$ cat src/rtl/chain_wr_pkg.sv
package chain_wr_pkg;

  typedef enum logic [2:0] {
    ST_IDLE,
    ST_SETUP,
    ST_HIGH,
    ST_LOW,
    ST_TAIL,
    ST_FIN
  } cw_state_e;

  function automatic int cw_max(input int a, input int b);
    return (a > b) ? a : b;
  endfunction

endpackage

$ cat src/rtl/cw_frame_packer.sv
module cw_frame_packer #(
  parameter int N_DEV  = 3,
  parameter int ADDR_W = 8,
  parameter int CODE_W = 8
) (
  input  logic [N_DEV*ADDR_W-1:0]          addr_bus,
  input  logic [N_DEV*CODE_W-1:0]          code_bus,
  output logic [N_DEV*(ADDR_W+CODE_W)-1:0] stream
);
  localparam int FRAME_W = ADDR_W + CODE_W;

  // Slot k sits at stream slice k; the top slice (farthest device) leaves first.
  for (genvar k = 0; k < N_DEV; k++) begin : g_slot
    assign stream[k*FRAME_W +: FRAME_W] =
      {addr_bus[k*ADDR_W +: ADDR_W], code_bus[k*CODE_W +: CODE_W]};
  end
endmodule

$ cat src/rtl/cw_phase_timer.sv
module cw_phase_timer #(
  parameter int CNT_W = 8
) (
  input  logic             clk,
  input  logic             rst,
  input  logic             load,
  input  logic [CNT_W-1:0] load_val,
  output logic             expired
);
  logic [CNT_W-1:0] cnt;

  always_ff @(posedge clk) begin
    if (rst)            cnt <= '0;
    else if (load)      cnt <= load_val;
    else if (cnt != '0) cnt <= cnt - 1'b1;
  end

  assign expired = (cnt == '0);
endmodule

$ cat src/rtl/cw_bit_shifter.sv
module cw_bit_shifter #(
  parameter int WIDTH = 48
) (
  input  logic             clk,
  input  logic             rst,
  input  logic             load,
  input  logic [WIDTH-1:0] load_val,
  input  logic             shift,
  input  logic             clear,
  output logic             msb,
  output logic             last
);
  localparam int IDX_W = (WIDTH > 1) ? $clog2(WIDTH) : 1;

  logic [WIDTH-1:0] sreg;
  logic [IDX_W-1:0] idx;

  always_ff @(posedge clk) begin
    if (rst || clear) begin
      sreg <= '0;
      idx  <= '0;
    end else if (load) begin
      sreg <= load_val;
      idx  <= '0;
    end else if (shift) begin
      sreg <= {sreg[WIDTH-2:0], 1'b0};
      idx  <= idx + 1'b1;
    end
  end

  assign msb  = sreg[WIDTH-1];
  assign last = (idx == IDX_W'(WIDTH-1));

  // never shift past the final bit of the window
  p_no_overrun_r4: assert property (@(posedge clk) disable iff (rst)
    shift |-> !last);
endmodule

$ cat src/rtl/chain_atten_writer.sv
module chain_atten_writer
  import chain_wr_pkg::*;
#(
  parameter int N_DEV     = 3,
  parameter int ADDR_W    = 8,
  parameter int CODE_W    = 8,
  parameter int HALF_CYC  = 63,
  parameter int SETUP_CYC = 38
) (
  input  logic                    clk,
  input  logic                    rst,
  input  logic                    start,
  input  logic [N_DEV*ADDR_W-1:0] dev_addr,
  input  logic [N_DEV*CODE_W-1:0] dev_code,
  output logic                    ser_clk,
  output logic                    ser_en_n,
  output logic                    ser_data,
  output logic                    busy,
  output logic                    done
);
  localparam int FRAME_W  = ADDR_W + CODE_W;
  localparam int STREAM_W = N_DEV * FRAME_W;
  localparam int TMR_MAX  = cw_max(HALF_CYC, SETUP_CYC);
  localparam int TMR_W    = $clog2(TMR_MAX + 1);

  cw_state_e          state;
  logic [STREAM_W-1:0] stream;
  logic               tmr_load;
  logic [TMR_W-1:0]   tmr_val;
  logic               tmr_zero;
  logic               sh_load;
  logic               sh_shift;
  logic               sh_clear;
  logic               sh_last;

  cw_frame_packer #(.N_DEV(N_DEV), .ADDR_W(ADDR_W), .CODE_W(CODE_W)) u_pack (
    .addr_bus (dev_addr),
    .code_bus (dev_code),
    .stream   (stream)
  );

  cw_phase_timer #(.CNT_W(TMR_W)) u_tmr (
    .clk      (clk),
    .rst      (rst),
    .load     (tmr_load),
    .load_val (tmr_val),
    .expired  (tmr_zero)
  );

  cw_bit_shifter #(.WIDTH(STREAM_W)) u_shift (
    .clk      (clk),
    .rst      (rst),
    .load     (sh_load),
    .load_val (stream),
    .shift    (sh_shift),
    .clear    (sh_clear),
    .msb      (ser_data),
    .last     (sh_last)
  );

  always_comb begin
    tmr_load = 1'b0;
    tmr_val  = TMR_W'(HALF_CYC - 1);
    sh_load  = 1'b0;
    sh_shift = 1'b0;
    sh_clear = 1'b0;
    unique case (state)
      ST_IDLE: if (start) begin
        tmr_load = 1'b1;
        tmr_val  = TMR_W'(SETUP_CYC - 1);
        sh_load  = 1'b1;
      end
      ST_SETUP: tmr_load = tmr_zero;
      ST_HIGH: begin
        tmr_load = tmr_zero;
        sh_shift = tmr_zero && !sh_last;
      end
      ST_LOW:  tmr_load = tmr_zero;
      ST_TAIL: tmr_load = 1'b0;
      ST_FIN:  sh_clear = 1'b1;
      default: tmr_load = 1'b0;
    endcase
  end

  always_ff @(posedge clk) begin
    if (rst) begin
      state    <= ST_IDLE;
      ser_clk  <= 1'b0;
      ser_en_n <= 1'b1;
      busy     <= 1'b0;
      done     <= 1'b0;
    end else begin
      done <= 1'b0;
      unique case (state)
        ST_IDLE: if (start) begin
          ser_en_n <= 1'b0;
          busy     <= 1'b1;
          state    <= ST_SETUP;
        end
        ST_SETUP: if (tmr_zero) begin
          ser_clk <= 1'b1;
          state   <= ST_HIGH;
        end
        ST_HIGH: if (tmr_zero) begin
          ser_clk <= 1'b0;
          state   <= sh_last ? ST_TAIL : ST_LOW;
        end
        ST_LOW: if (tmr_zero) begin
          ser_clk <= 1'b1;
          state   <= ST_HIGH;
        end
        ST_TAIL: if (tmr_zero) begin
          ser_en_n <= 1'b1;
          state    <= ST_FIN;
        end
        ST_FIN: begin
          busy  <= 1'b0;
          done  <= 1'b1;
          state <= ST_IDLE;
        end
        default: state <= ST_IDLE;
      endcase
    end
  end

  // ---------------- assertions ----------------
  logic [31:0] hi_run;
  logic [31:0] setup_run;
  logic        clk_seen;

  always_ff @(posedge clk) begin
    if (rst) begin
      hi_run    <= '0;
      setup_run <= '0;
      clk_seen  <= 1'b0;
    end else begin
      hi_run <= ser_clk ? hi_run + 1 : '0;
      if (ser_en_n) begin
        setup_run <= '0;
        clk_seen  <= 1'b0;
      end else begin
        if (!clk_seen && !ser_clk) setup_run <= setup_run + 1;
        if (ser_clk) clk_seen <= 1'b1;
      end
    end
  end

  // enable leads the first clock edge by SETUP_CYC cycles
  p_setup_lead_r2: assert property (@(posedge clk) disable iff (rst)
    ($rose(ser_clk) && !clk_seen) |-> (setup_run == 32'(SETUP_CYC)));

  // each high phase spans HALF_CYC cycles
  p_high_width_r3: assert property (@(posedge clk) disable iff (rst)
    $fell(ser_clk) |-> (hi_run == 32'(HALF_CYC)));

  // clock pulses only inside the enable window
  p_clk_in_window_r4: assert property (@(posedge clk) disable iff (rst)
    ser_clk |-> !ser_en_n);

  // data steady while the clock is high
  p_data_steady_r5: assert property (@(posedge clk) disable iff (rst)
    ser_clk |-> $stable(ser_data));

  // release happens with the clock parked low
  p_release_low_r7: assert property (@(posedge clk) disable iff (rst)
    $rose(ser_en_n) |-> (!ser_clk && !$past(ser_clk)));

  // done is a single pulse after release
  p_done_single_r8: assert property (@(posedge clk) disable iff (rst)
    done |=> !done);
  p_done_after_release_r8: assert property (@(posedge clk) disable iff (rst)
    done |-> (ser_en_n && !busy && $past(busy)));

  // start during a write never reopens the window
  p_start_ignored_r9: assert property (@(posedge clk) disable iff (rst)
    (busy && start) |=> !$fell(ser_en_n));
endmodule

$ cat config.mk
export PLATFORM = sky130hd
export DESIGN_NAME = chain_atten_writer
export DESIGN_NICKNAME = d
export VERILOG_FILES = /design/src/rtl/chain_wr_pkg.sv /design/src/rtl/cw_frame_packer.sv /design/src/rtl/cw_phase_timer.sv /design/src/rtl/cw_bit_shifter.sv /design/src/rtl/chain_atten_writer.sv
export SDC_FILE = /design/constraint.sdc
export NUM_CORES = 1
export LEC_CHECK = 0
export ABC_AREA = 1
export CAP_MARGIN = 20
export CORE_MARGIN = 2
export CORE_UTILIZATION = 60
export DETAILED_ROUTE_END_ITERATION = 10
export DONT_BUFFER_PORTS = 1
export GPL_TIMING_DRIVEN = 0
export PLACE_DENSITY_LB_ADDON = 0.25
export SYNTH_ARGS = -nofsm -noshare
export SYNTH_HDL_FRONTEND = slang
export SYNTH_SLANG_ARGS = --single-unit
$ cat constraint.sdc
create_clock -name clk -period 1.75 [get_ports clk]
set_input_delay 0.0875 -clock clk [delete_from_list [all_inputs] [get_ports clk]]
set_output_delay 0.0875 -clock clk [all_outputs]
set_load 0.01 [all_outputs]
==> flow_metrics.env <==
export IMPL_synth_compound_area_share_pct=9.66
export IMPL_place_hpwl_um=5360
export IMPL_cts_root_buffer="clkbuf_8"
export IMPL_worst_setup_path_end_kind="flip-flop"
export IMPL_cts_htree_levels=3
export IMPL_yosys_warnings=0
export IMPL_drv_slew=0
export IMPL_final_nets=635
export IMPL_whs_path_depth=4
export IMPL_clock_skew_ns=0.00771
export IMPL_core_area_sq_mm=0.00547
export IMPL_critPathKind="flip-flop to flip-flop"
export IMPL_grt_max_degree=11
export IMPL_synth_most_common_cell="nand2_1"
export IMPL_synth_ff_type="dfxtp_1"
export IMPL_crit_chain="inv_2, ha_1, nand2_1, nor2_4, nand3_4, nand2_8, buf_4, buf_4, nand2_1, a21oi_1"
export IMPL_cts_buffer_depth=2
export IMPL_min_to="u_shift.sreg[19]"
export IMPL_r2r_end="u_shift.sreg[13]"
export IMPL_drv_cap=0
export IMPL_critPathLaunch="u_tmr.cnt[0]"
export IMPL_critPathMaxStageDelay_ns=0.33
export IMPL_reg2reg_depth=10
export IMPL_yosys_top_cells_count="nand2_1, dfxtp_1, nand3_1, a21oi_1, nor2_1"
export IMPL_min_period_ns=1.66
export IMPL_period_share_pct=94.6
export IMPL_cp_required_ns=2.03
export IMPL_cts_sinks=67
export IMPL_hold_path_class="primary input to flip-flop"
export IMPL_antenna_found_initial=0
export IMPL_fin_total_pwr_uw=5340
export IMPL_synth_seq_cells=67
export IMPL_track_usage_pct=28.1
export IMPL_slew_headroom_pct=68.2
export IMPL_grt_overflow=0
export IMPL_place_congestion=0.922
export IMPL_setup_violations_final=0
export IMPL_die_area_sq_mm=0.00623
export IMPL_antenna_cells=0
export IMPL_synth_nets=574
export IMPL_die_x_um=78.9
export IMPL_fill_cells=459
export IMPL_post_route_cell_area_sq_mm=0.00416
export IMPL_vias=3535
export IMPL_hold_viol_final=0
export IMPL_r2r_setup_slack_ns=0.09
export IMPL_grt_pass1_vias=3157
export IMPL_synth_xor_area_share_pct=0.780
export IMPL_io_pins=56
export IMPL_cp_start_kind="flip-flop"
export IMPL_cts_clk_slew_worst_paths_ns=0.07
export IMPL_synth_cells=520
export IMPL_cts_made_buffers=9
export IMPL_power_density_mw_per_mm2=1280
export IMPL_syn_area_per_cell_sq_um=6.48
export IMPL_slowest_stage="dfxtp_1"
export IMPL_via_per_inst=5.37
export IMPL_r2r_start="u_tmr.cnt[0]"
export IMPL_async_flop_share_pct=0
export IMPL_synth_top_family_by_area="simple AND/OR/NAND/NOR gates"
export IMPL_cts_tree="done"
export IMPL_whs_ns=0.00520
export IMPL_die_height_um=78.9
export IMPL_ys_types=26
export IMPL_mappedNetlistArea_sq_mm=0.00337
export IMPL_synth_area_leaders="dfxtp_1, nand2_1, nand3_1"
export IMPL_drive_gt1_share_pct=10.9
export IMPL_grt_pass1_wl_um=13900
export IMPL_syn_to_final_growth_pct=23.6
export IMPL_synth_top_area_share_pct=39.8
export IMPL_numPortBuffers=0
export IMPL_yosysSeqAreaShare_pct=39.8
export IMPL_max_freq_mhz=604
export IMPL_fin_util_pct=76.0
export IMPL_initial_core_util_pct=61.5
export IMPL_wl_per_cell_um=13.2
export IMPL_drtIter0Drc=258
export IMPL_rows=27
export IMPL_crit_arrival_ns=1.94
export IMPL_wl_um=8670
export IMPL_synth_simple_gate_area_share_pct=40.5
export IMPL_status="complete, no violations"
export IMPL_antenna_left=0
export IMPL_yosys_area_top_type="dfxtp_1"
export IMPL_drc=0
export IMPL_worstHoldStart="dev_code[11]"
export IMPL_synth_edf_count=0
export IMPL_leakage_uw=0.00185
export IMPL_cp_max_fo=6
export IMPL_place_area_sq_mm=0.00346
export IMPL_synth_mux_area_share_pct=0
export IMPL_clock_latency_ns=0.35
export IMPL_ir_drop_mv=0.759
export IMPL_first_pass_iters=5
export IMPL_synth_fa_ha_area_share_pct=1.11
export IMPL_worst_pin_slew_ns=0.478
==> routing by layer <==
metal | track usage, % | vias to the layer above | part of all wire [%]
met1 | 35.8 | 1602 | 45
li1 | - | 1783 | -
met3 | 6.02 | 21 | 5.7
met5 | 0 | - | 0
met4 | 11.9 | 0 | 2.5
met2 | 46.2 | 129 | 47
==> repair_timing <==
action                                  in CTS  in global routing
endpoints found under the setup margin       0                 59
hold buffers                                43                  0
setup buffers                                0                  6
hold endpoints to repair                    50                  0
gates resized for setup                      0                 21
==> final cells by class <==
class                   instances  area [sq um]  area share (%)
clock buffers                  14           163            3.91
well taps                      72          90.1            2.16
multi-input cells             398          1800            43.2
inverters                      27           101            2.44
repair buffers                 49           475            11.4
flip-flops and latches         67          1340            32.3
clock inverters                 2          10.0           0.241
plain buffers                  29           183            4.39
==> power by group <==
part | internal [uW] | total (uW) | switching (uW)
Combinational | 816 | 2190 | 1380
Sequential | 1800 | 1980 | 179
Clock | 589 | 1170 | 577
Total | 3210 | 5340 | 2130
==> metrics by stage <==
step                TNS (ns)  setup slack, ns  instances
floorplan                  0            0.286        520
global placement           0           0.0708        592
detailed placement         0           0.0219        592
CTS                        0           0.0133        651
global route         -0.0934          -0.0291        658
finish                     0           0.0943        658
==> placed cells by master, fill, tap and decap left out, types with 2 or more instances in the layout <==
cell type	synthesis	final
nand2_1	231	229
dfxtp_1	67	66
nand3_1	60	60
a21oi_1	54	53
dlygate4sd3_1	0	43
nor2_1	27	23
inv_1	25	23
buf_4	5	12
clkbuf_8	0	11
buf_2	13	10
clkbuf_1	7	9
nor2_2	2	5
o21ai_0	5	5
inv_2	2	4
buf_6	4	4
xor2_1	3	3
nor2_4	1	2
nand2_2	0	2
nand3_2	1	2
nand3b_1	2	2
clkbuf_4	0	2
ha_1	3	2
clkinv_2	0	2
==> cell families after synthesis <==
| kind of cell | after synthesis |
|---|---|
| simple gates | 328 |
| xor+xnor | 3 |
| buf+inv | 56 |
| fa+ha+maj | 3 |
| compound gates | 63 |
| flops | 67 |
==> how the worst max path moves through the flow <==
stage	endpoint	slack (ns)	cells after the start
3_5_place_dp	u_shift.sreg[24]	0.02	8
5_1_grt	u_shift.sreg[10]	-0.03	10
6_report	u_shift.sreg[13]	0.09	10
2_1_floorplan	u_shift.sreg[9]	0.29	9
4_1_cts	u_shift.sreg[24]	0.01	8
3_3_place_gp	u_tmr.cnt[5]	0.07	8
==> critical path, delay by kind of cell (launching register included) <==
kind / cells / cell delay, ns
AND/OR/NAND/NOR: 5 / 0.64
flip-flops: 1 / 0.33
buffers and inverters: 3 / 0.33
adder cells (fa/ha/maj): 1 / 0.16
AO/OA/AOI/OAI: 1 / 0.11
==> registers in the layout (all words and copies together) (netlist names) <==
| name | flops |
|---|---|
| u_shift.sreg | 48 |
| state | 3 |
| u_tmr.cnt | 6 |
| busy | 1 |
| ser_clk | 1 |
| u_shift.idx | 6 |
| done | 1 |
| ser_en_n | 1 |
No activity file was read; power rests on OpenSTA's default activity.
